File: config.mk
export PLATFORM = sky130hd
export DESIGN_NAME = canrx_buf_front
export DESIGN_NICKNAME = d
export VERILOG_FILES = /design/src/rtl/canrx_pkg.sv /design/src/rtl/canrx_fifo.sv /design/src/rtl/canrx_irq_regs.sv /design/src/rtl/canrx_rd_mux.sv /design/src/rtl/canrx_buf_front.sv
export SDC_FILE = /design/constraint.sdc
export NUM_CORES = 1
export LEC_CHECK = 0
export ABC_AREA = 1
export CAP_MARGIN = 20
export CORE_MARGIN = 2
export CORE_UTILIZATION = 54
export CTS_CLUSTER_DIAMETER = 30
export CTS_CLUSTER_SIZE = 40
export DETAILED_ROUTE_END_ITERATION = 6
export GPL_TIMING_DRIVEN = 0
export PLACE_DENSITY = 0.81
export SYNTH_ARGS = -nofsm -noshare
export SYNTH_HDL_FRONTEND = slang
export SYNTH_HIERARCHICAL = 1
export SYNTH_SLANG_ARGS = --single-unit
File: constraint.sdc
create_clock -name clk -period 8.8 [get_ports clk]
set_input_delay 0.88 -clock clk [delete_from_list [all_inputs] [get_ports clk]]
set_output_delay 0.88 -clock clk [all_outputs]
set_load 0.02 [all_outputs]
File: src/rtl/canrx_pkg.sv
// Shared types and constants for the CAN receive buffer frontend.
// Assumes 32-bit register words and byte offsets that fit in 8 bits.
package canrx_pkg;

    typedef struct packed {
        logic [31:0] id;
        logic [3:0]  len;
        logic [31:0] dw1;
        logic [31:0] dw2;
    } rx_frame_t;

    localparam logic [7:0] OFF_STATUS = 8'h1C;
    localparam logic [7:0] OFF_ENABLE = 8'h20;
    localparam logic [7:0] OFF_CLEAR  = 8'h24;
    localparam logic [7:0] OFF_ID     = 8'h50;
    localparam logic [7:0] OFF_LEN    = 8'h54;
    localparam logic [7:0] OFF_DW1    = 8'h58;
    localparam logic [7:0] OFF_DW2    = 8'h5C;

    localparam int RXOK_BIT = 4;
    localparam int OVF_BIT  = 6;
    localparam int NE_BIT   = 7;
    localparam int LEN_LSB  = 28;

endpackage

File: src/rtl/canrx_fifo.sv
// Frame store: a circular buffer of DEPTH frames.
// Assumes push and pop are single-cycle strobes. Flush has priority over both.
// A push into a full store is accepted only if the same cycle pops.
module canrx_fifo
    import canrx_pkg::*;
#(
    parameter int DEPTH = 8
) (
    input  logic      clk,
    input  logic      rst_n,
    input  logic      flush_i,
    input  logic      push_i,
    input  rx_frame_t push_data_i,
    input  logic      pop_i,
    output rx_frame_t head_o,
    output logic      empty_o,
    output logic      push_ok_o,
    output logic      push_drop_o
);
    localparam int PTR_W = (DEPTH > 1) ? $clog2(DEPTH) : 1;
    localparam int CNT_W = $clog2(DEPTH + 1);

    rx_frame_t        mem [DEPTH];
    logic [PTR_W-1:0] wr_ptr;
    logic [PTR_W-1:0] rd_ptr;
    logic [CNT_W-1:0] cnt;
    logic             full;
    logic             do_pop;

    function automatic logic [PTR_W-1:0] ptr_inc(input logic [PTR_W-1:0] p);
        return (p == PTR_W'(DEPTH - 1)) ? '0 : p + PTR_W'(1);
    endfunction

    // Status flags and the accept/drop decision for this cycle.
    always_comb begin
        empty_o     = (cnt == '0);
        full        = (cnt == CNT_W'(DEPTH));
        do_pop      = pop_i && !empty_o && !flush_i;
        push_ok_o   = push_i && !flush_i && (!full || do_pop);
        push_drop_o = push_i && !flush_i && !push_ok_o;
    end

    // Frame storage; needs no reset because the count masks stale slots.
    always_ff @(posedge clk) begin
        if (push_ok_o) begin
            mem[wr_ptr] <= push_data_i;
        end
    end

    // Pointer and occupancy bookkeeping.
    always_ff @(posedge clk) begin
        if (!rst_n || flush_i) begin
            wr_ptr <= '0;
            rd_ptr <= '0;
            cnt    <= '0;
        end else begin
            if (push_ok_o) wr_ptr <= ptr_inc(wr_ptr);
            if (do_pop)    rd_ptr <= ptr_inc(rd_ptr);
            cnt <= cnt + CNT_W'(push_ok_o) - CNT_W'(do_pop);
        end
    end

    assign head_o = mem[rd_ptr];

    p_no_overflow_r6: assert property (@(posedge clk) disable iff (!rst_n)
        cnt <= CNT_W'(DEPTH));

    p_pop_only_r3: assert property (@(posedge clk) disable iff (!rst_n)
        (!flush_i && !do_pop && push_ok_o) |=> (cnt == $past(cnt) + CNT_W'(1)));

    p_flush_empty_r10: assert property (@(posedge clk) disable iff (!rst_n)
        flush_i |=> empty_o);

endmodule

File: src/rtl/canrx_irq_regs.sv
// Interrupt status and enable registers for three events.
// Each status bit is sticky and cleared by writing 1 to it; a set event beats
// a clear in the same cycle. Enable keeps only the implemented bit positions.
module canrx_irq_regs
    import canrx_pkg::*;
(
    input  logic        clk,
    input  logic        rst_n,
    input  logic        ev_rxok_i,
    input  logic        ev_ovf_i,
    input  logic        ev_ne_i,
    input  logic        en_we_i,
    input  logic        clr_we_i,
    input  logic [31:0] wdata_i,
    output logic [31:0] status_o,
    output logic [31:0] enable_o,
    output logic        irq_o
);
    localparam int NEV = 3;
    localparam int POS [NEV] = '{RXOK_BIT, OVF_BIT, NE_BIT};

    logic [NEV-1:0] ev;
    logic [NEV-1:0] st_vec;
    logic [NEV-1:0] en_vec;

    assign ev = {ev_ne_i, ev_ovf_i, ev_rxok_i};

    for (genvar g = 0; g < NEV; g++) begin : g_bit
        logic st_q;
        logic en_q;

        // Sticky status bit: set wins over a clear in the same cycle.
        always_ff @(posedge clk) begin
            if (!rst_n) st_q <= 1'b0;
            else        st_q <= ev[g] | (st_q & ~(clr_we_i & wdata_i[POS[g]]));
        end

        // Enable bit: loaded from the matching write-data bit.
        always_ff @(posedge clk) begin
            if (!rst_n)       en_q <= 1'b0;
            else if (en_we_i) en_q <= wdata_i[POS[g]];
        end

        assign st_vec[g] = st_q;
        assign en_vec[g] = en_q;
    end

    // Place the implemented bits at their register positions.
    always_comb begin
        status_o = '0;
        enable_o = '0;
        for (int i = 0; i < NEV; i++) begin
            status_o[POS[i]] = st_vec[i];
            enable_o[POS[i]] = en_vec[i];
        end
    end

    assign irq_o = |(st_vec & en_vec);

    p_set_wins_r8: assert property (@(posedge clk) disable iff (!rst_n)
        ev_rxok_i |=> status_o[RXOK_BIT]);

    p_clear_r8: assert property (@(posedge clk) disable iff (!rst_n)
        (clr_we_i && wdata_i[RXOK_BIT] && !ev_rxok_i) |=> !status_o[RXOK_BIT]);

    p_ovf_flag_r6: assert property (@(posedge clk) disable iff (!rst_n)
        ev_ovf_i |=> status_o[OVF_BIT]);

    p_ne_flag_r7: assert property (@(posedge clk) disable iff (!rst_n)
        ev_ne_i |=> status_o[NE_BIT]);

endmodule

File: src/rtl/canrx_rd_mux.sv
// Read-data selection for all register offsets.
// Frame offsets return 0 while the store is empty; unmapped offsets return 0.
module canrx_rd_mux
    import canrx_pkg::*;
(
    input  logic [7:0]  addr_i,
    input  rx_frame_t   head_i,
    input  logic        empty_i,
    input  logic [31:0] status_i,
    input  logic [31:0] enable_i,
    output logic [31:0] data_o
);
    // Decode the offset into the value software sees.
    always_comb begin
        data_o = '0;
        case (addr_i)
            OFF_STATUS: data_o = status_i;
            OFF_ENABLE: data_o = enable_i;
            OFF_ID:     if (!empty_i) data_o = head_i.id;
            OFF_LEN:    if (!empty_i) data_o = {head_i.len, {LEN_LSB{1'b0}}};
            OFF_DW1:    if (!empty_i) data_o = head_i.dw1;
            OFF_DW2:    if (!empty_i) data_o = head_i.dw2;
            default:    data_o = '0;
        endcase
    end
endmodule

File: src/rtl/canrx_buf_front.sv
// Top level of the CAN receive buffer frontend.
// Decodes register strobes, removes the head frame on a read of the last data
// word, and registers read data for one-cycle read latency.
module canrx_buf_front
    import canrx_pkg::*;
#(
    parameter int DEPTH = 8
) (
    input  logic        clk,
    input  logic        rst_n,
    input  logic        rx_push,
    input  logic [31:0] rx_id,
    input  logic [3:0]  rx_len,
    input  logic [31:0] rx_dw1,
    input  logic [31:0] rx_dw2,
    input  logic        fifo_flush,
    input  logic [7:0]  reg_addr,
    input  logic        reg_rd,
    input  logic        reg_wr,
    input  logic [31:0] reg_wdata,
    output logic [31:0] reg_rdata,
    output logic        irq
);
    rx_frame_t   push_frame;
    rx_frame_t   head;
    logic        empty;
    logic        push_ok;
    logic        push_drop;
    logic        pop_req;
    logic        en_we;
    logic        clr_we;
    logic [31:0] status;
    logic [31:0] enable;
    logic [31:0] rd_value;

    // Bundle the push fields and decode the register strobes.
    always_comb begin
        push_frame = '{id: rx_id, len: rx_len, dw1: rx_dw1, dw2: rx_dw2};
        pop_req    = reg_rd && (reg_addr == OFF_DW2);
        en_we      = reg_wr && (reg_addr == OFF_ENABLE);
        clr_we     = reg_wr && (reg_addr == OFF_CLEAR);
    end

    canrx_fifo #(.DEPTH(DEPTH)) u_fifo (
        .clk         (clk),
        .rst_n       (rst_n),
        .flush_i     (fifo_flush),
        .push_i      (rx_push),
        .push_data_i (push_frame),
        .pop_i       (pop_req),
        .head_o      (head),
        .empty_o     (empty),
        .push_ok_o   (push_ok),
        .push_drop_o (push_drop)
    );

    canrx_irq_regs u_irq (
        .clk       (clk),
        .rst_n     (rst_n),
        .ev_rxok_i (push_ok),
        .ev_ovf_i  (push_drop),
        .ev_ne_i   (!empty),
        .en_we_i   (en_we),
        .clr_we_i  (clr_we),
        .wdata_i   (reg_wdata),
        .status_o  (status),
        .enable_o  (enable),
        .irq_o     (irq)
    );

    canrx_rd_mux u_mux (
        .addr_i   (reg_addr),
        .head_i   (head),
        .empty_i  (empty),
        .status_i (status),
        .enable_i (enable),
        .data_o   (rd_value)
    );

    // Registered read data, updated only on a read strobe.
    always_ff @(posedge clk) begin
        if (!rst_n)      reg_rdata <= '0;
        else if (reg_rd) reg_rdata <= rd_value;
    end

    p_empty_read_r4: assert property (@(posedge clk) disable iff (!rst_n)
        (reg_rd && pop_req && empty) |=> (reg_rdata == 32'h0));

    p_status_ro_r11: assert property (@(posedge clk) disable iff (!rst_n)
        (reg_wr && reg_addr == OFF_STATUS && !rx_push && !push_ok && empty
         && !status[NE_BIT]) |=> (status[NE_BIT] == 1'b0));

endmodule

==> results.sh <==
export IMPL_r2r_worst_path_cells=12
export IMPL_die_width_um=262.5
export IMPL_num_nets_final=3891
export IMPL_reg2reg_setup_slack_ns=5.18
export IMPL_critical_path_cell_count=16
export IMPL_post_synth_instance_area_sq_mm=0.03609
export IMPL_largest_family_of_logic_cells_by_synthesized_area="simple AND/OR/NAND/NOR gates"
export IMPL_rsz0062_at_grt="no"
export IMPL_timing_critical_path_to_type="register"
export IMPL_finalMaxSlewViolations=0
export IMPL_maxClockFrequency_mhz=224.7
export IMPL_ctsRootBufferMaster="clkbuf_16"
export IMPL_synthesized_area_fraction_occupied_by_xor_and_xnor_cells_pct=0.02427
export IMPL_clock_tree_from_tritoncts="built"
export IMPL_status="finished, final reports clean"
export IMPL_drt_first_iter_violations=4051
export IMPL_critical_path_most_common_cell="buf_6"
export IMPL_place_gp_congestion=0.9239
export IMPL_ir_worst_vdd_mv=0.1971
export IMPL_crit_path_end="u_fifo/mem[5][24]$_DFFE_PP_"
export IMPL_remaining_drc_errors=0
export IMPL_postPlaceCellArea_sq_mm=0.03987
export IMPL_cts_setup_buffers=0
export IMPL_clock_tree_htree_level_count=4
export IMPL_postRouteAntennaNets=0
export IMPL_global_route_usage_total_pct=29.26
export IMPL_max_cap_viol_count=0
export IMPL_crit_path_start="reg_rd"
export IMPL_layout_cell_area_non_filler_sq_mm=0.04463
export IMPL_synth_sequential_area_ratio_pct=69.39
export IMPL_grt_first_pass_wirelength_mm=152.2
export IMPL_initial_core_util_pct=54.70
export IMPL_design_core_area_sq_mm=0.06598
export IMPL_clock_skew_ns=0.02156
export IMPL_grt_start_max_net_pins=17
export IMPL_clock_buffer_count_from_cts=140
export IMPL_hold_slack_ns=0.4932
export IMPL_worst_hold_startpoint="reg_rdata[24]$_SDFFE_PN0P_"
export IMPL_critPathMaxStageDelay_ns=0.80
export IMPL_synth_largest_area_cell="edfxtp_1"
export IMPL_leakagePower_nw=16.64
export IMPL_dp_slack_ns=3.814
export IMPL_final_min_period_over_clock_period_pct=50.57
export IMPL_post_cts_hold_buffer_count=0
export IMPL_total_iterations_of_the_first_detailed_routing_run=6
export IMPL_min_period_ns=4.450
export IMPL_synth_most_common_cell="edfxtp_1"
export IMPL_routed_wl_mm=101.9
export IMPL_setup_slack_ns=4.350
export IMPL_synthMuxAreaShare_pct=0
export IMPL_timing_hold_worst_class="register to register"
export IMPL_cp_slowest_cell="nor3_2"
export IMPL_synth_compound_area_share_pct=9.021
export IMPL_hold_violations=0
export IMPL_number_of_endpoints_failing_setup_at_the_final_stage=0
export IMPL_syn_mean_instance_area_sq_um=10.93
export IMPL_totalNegativeSetupSlack_ns=0
export IMPL_layout_filler_cells=4203
export IMPL_yosys_area_share_adder_pct=0.4022
export IMPL_fp_dieH_um=262.5
export IMPL_port_buffers=149
export IMPL_yosysWarnings=6
export IMPL_ys_ff_latch=851
export IMPL_clkTransAtPathRegs_ns=0.05
export IMPL_ys_dominant_reg_cell="edfxtp_1"
export IMPL_worstReg2RegEnd="u_fifo/mem[5][24]$_DFFE_PP_"
export IMPL_worst_path_dominant_cell_family="simple AND/OR/NAND/NOR gates"
export IMPL_tightest_slew_ns=0.9191
export IMPL_crit_required_ns=9.22
export IMPL_cells_along_the_critical_path="clkdlybuf4s50_1, inv_2, nor2_1, nand3_1, nor2_1, inv_1, nor2_1, nand2_1, nand2_1, nand2_1, nor3_2, buf_6, buf_6, buf_6, buf_6, buf_4"
export IMPL_synthArstFlopShare_pct=0
export IMPL_kind_of_critical_path="primary input to register"
export IMPL_worst_path_max_fanout=13
export IMPL_netlist_cell_type_count=31
export IMPL_dp_cells=4456
export IMPL_yosys_area_share_simple_pct=15.99
export IMPL_cts_num_sinks=851
export IMPL_multiInputGateArea_sq_mm=0.009437
export IMPL_area_growth_pct=23.66
export IMPL_worst_ep_arrival_time_ns=4.87
export IMPL_clock_path_buffers=3
export IMPL_hpwlAfterDp_mm=64.71
export IMPL_number_of_enable_type_register_cells_in_the_synthesized_netlist=800
export IMPL_final_std_cells_w_o_fill=4714
export IMPL_pwr_density_cell_mw_per_mm2=231.0
export IMPL_routed_via_count=27240
export IMPL_grt_pass1_vias=26500
export IMPL_regArea_sq_mm=0.02504
export IMPL_drt_wirelength_per_cell_um=21.62
export IMPL_antenna_found_initial=6
export IMPL_design_die_area_sq_mm=0.06892
export IMPL_synth_cells_most_frequent="800 x edfxtp_1, 799 x nor2_1, 507 x nand2_1"
export IMPL_cp_start_kind="primary input"
export IMPL_io_pins=179
export IMPL_critPathBufInv=8
export IMPL_r2r_start="u_fifo/cnt[2]$_SDFF_PP0_"
export IMPL_detail_route_vias_per_cell=5.779
export IMPL_number_of_cells_upsized_or_downsized_after_cts=0
export IMPL_slew_headroom_pct=38.39
export IMPL_ys_top_cells_by_area="edfxtp_1 67%, nor2_1 8.3%, nand2_1 5.3%, o21ai_1 4.9%, o21ai_0 4.0%"
export IMPL_gate_count_of_the_mapped_netlist=3303
export IMPL_synth_top_area_share_pct=66.56
export IMPL_drive_gt1_share_pct=13.49
export IMPL_placement_rows=94
export IMPL_clk_latency_ns=0.73
export IMPL_grt_overflow_total=0
tightest hold or removal path: stages (launching register included):
cell,delay (ns)
dfxtp_1,0.32
o21ai_0,0.07
nor2_1,0.07
sequential cells by signal, summed over array words and instances, names as in the netlist, named ones only:
signal / cells
u_irq/g_bit.st_q: 3
reg_rdata: 32
u_irq/g_bit.en_q: 3
u_fifo/wr_ptr: 3
u_fifo/rd_ptr: 3
u_fifo/mem: 800
u_fifo/cnt: 4
routing by layer:
metal  global-route usage [%]  vias to the layer above  wire length (um)  share of wire [%]
li1                         -                    12140                 -                  -
met4                    15.61                        0              5108                5.0
met2                    47.08                     1953             47870                 47
met1                    36.61                    12830             36350                 36
met3                    7.515                      317             12600                 12
met5                        0                        -                 0                  0
layout by cell type (no fill, tap or decap), drive strengths merged:
cell type,count
clkinvlp,12
clkbuf,237
o21ai,642
edfxtp,800
ha,10
a21oi,7
fa,1
xor2,1
clkdlybuf4s50,149
nand3b,42
nor2,807
o21a,1
dfxtp,51
nor3,9
nand3,75
clkinv,42
diode,2
inv,118
conb,58
nand2,512
nor3b,1
bufinv,15
buf,258
worst min path at each step:
stage	endpoint	slack (ns)	depth (start not counted)
after floorplan	u_irq/g_bit[0].st_q$_SDFF_PN0_	0.45	2
after global placement	reg_rdata[24]$_SDFFE_PN0P_	0.48	2
after detailed placement	reg_rdata[24]$_SDFFE_PN0P_	0.49	2
after CTS	reg_rdata[24]$_SDFFE_PN0P_	0.50	2
after global routing	u_irq/g_bit[2].st_q$_SDFF_PN0_	0.54	2
final	reg_rdata[24]$_SDFFE_PN0P_	0.49	2
final cells by class:
class	count	share of cell area [%]
buffer	257	3.451
multi-input combinational	2166	21.14
clock buffer	155	8.119
sequential	851	56.12
clock inverter	101	2.526
inverter	86	0.7233
antenna	2	0.01121
tap	864	2.422
timing repair buffer	232	5.487
where the power goes:
part / switching, W / internal, W
Sequential: 0.0000214 / 0.00448
Combinational: 0.000211 / 0.000130
Clock: 0.00200 / 0.00347
Total: 0.00223 / 0.00807
per-stage QoR:
stage	util, %	power (W)
floorplan	-	0.004722
global placement	58.92	0.004897
detailed placement	60.43	0.004904
CTS	67.63	0.01033
global route	67.64	0.01053
finish	67.64	0.01031
kinds of logic after synthesis:
group                    count (synthesis)
AO/OA/AOI/OAI                          650
other                                    1
XOR/XNOR                                 1
adder cells (fa/ha/maj)                 11
flip-flops                             851
AND/OR/NAND/NOR                       1446
buffers and inverters                  343
(Power assumes the default switching activity.)
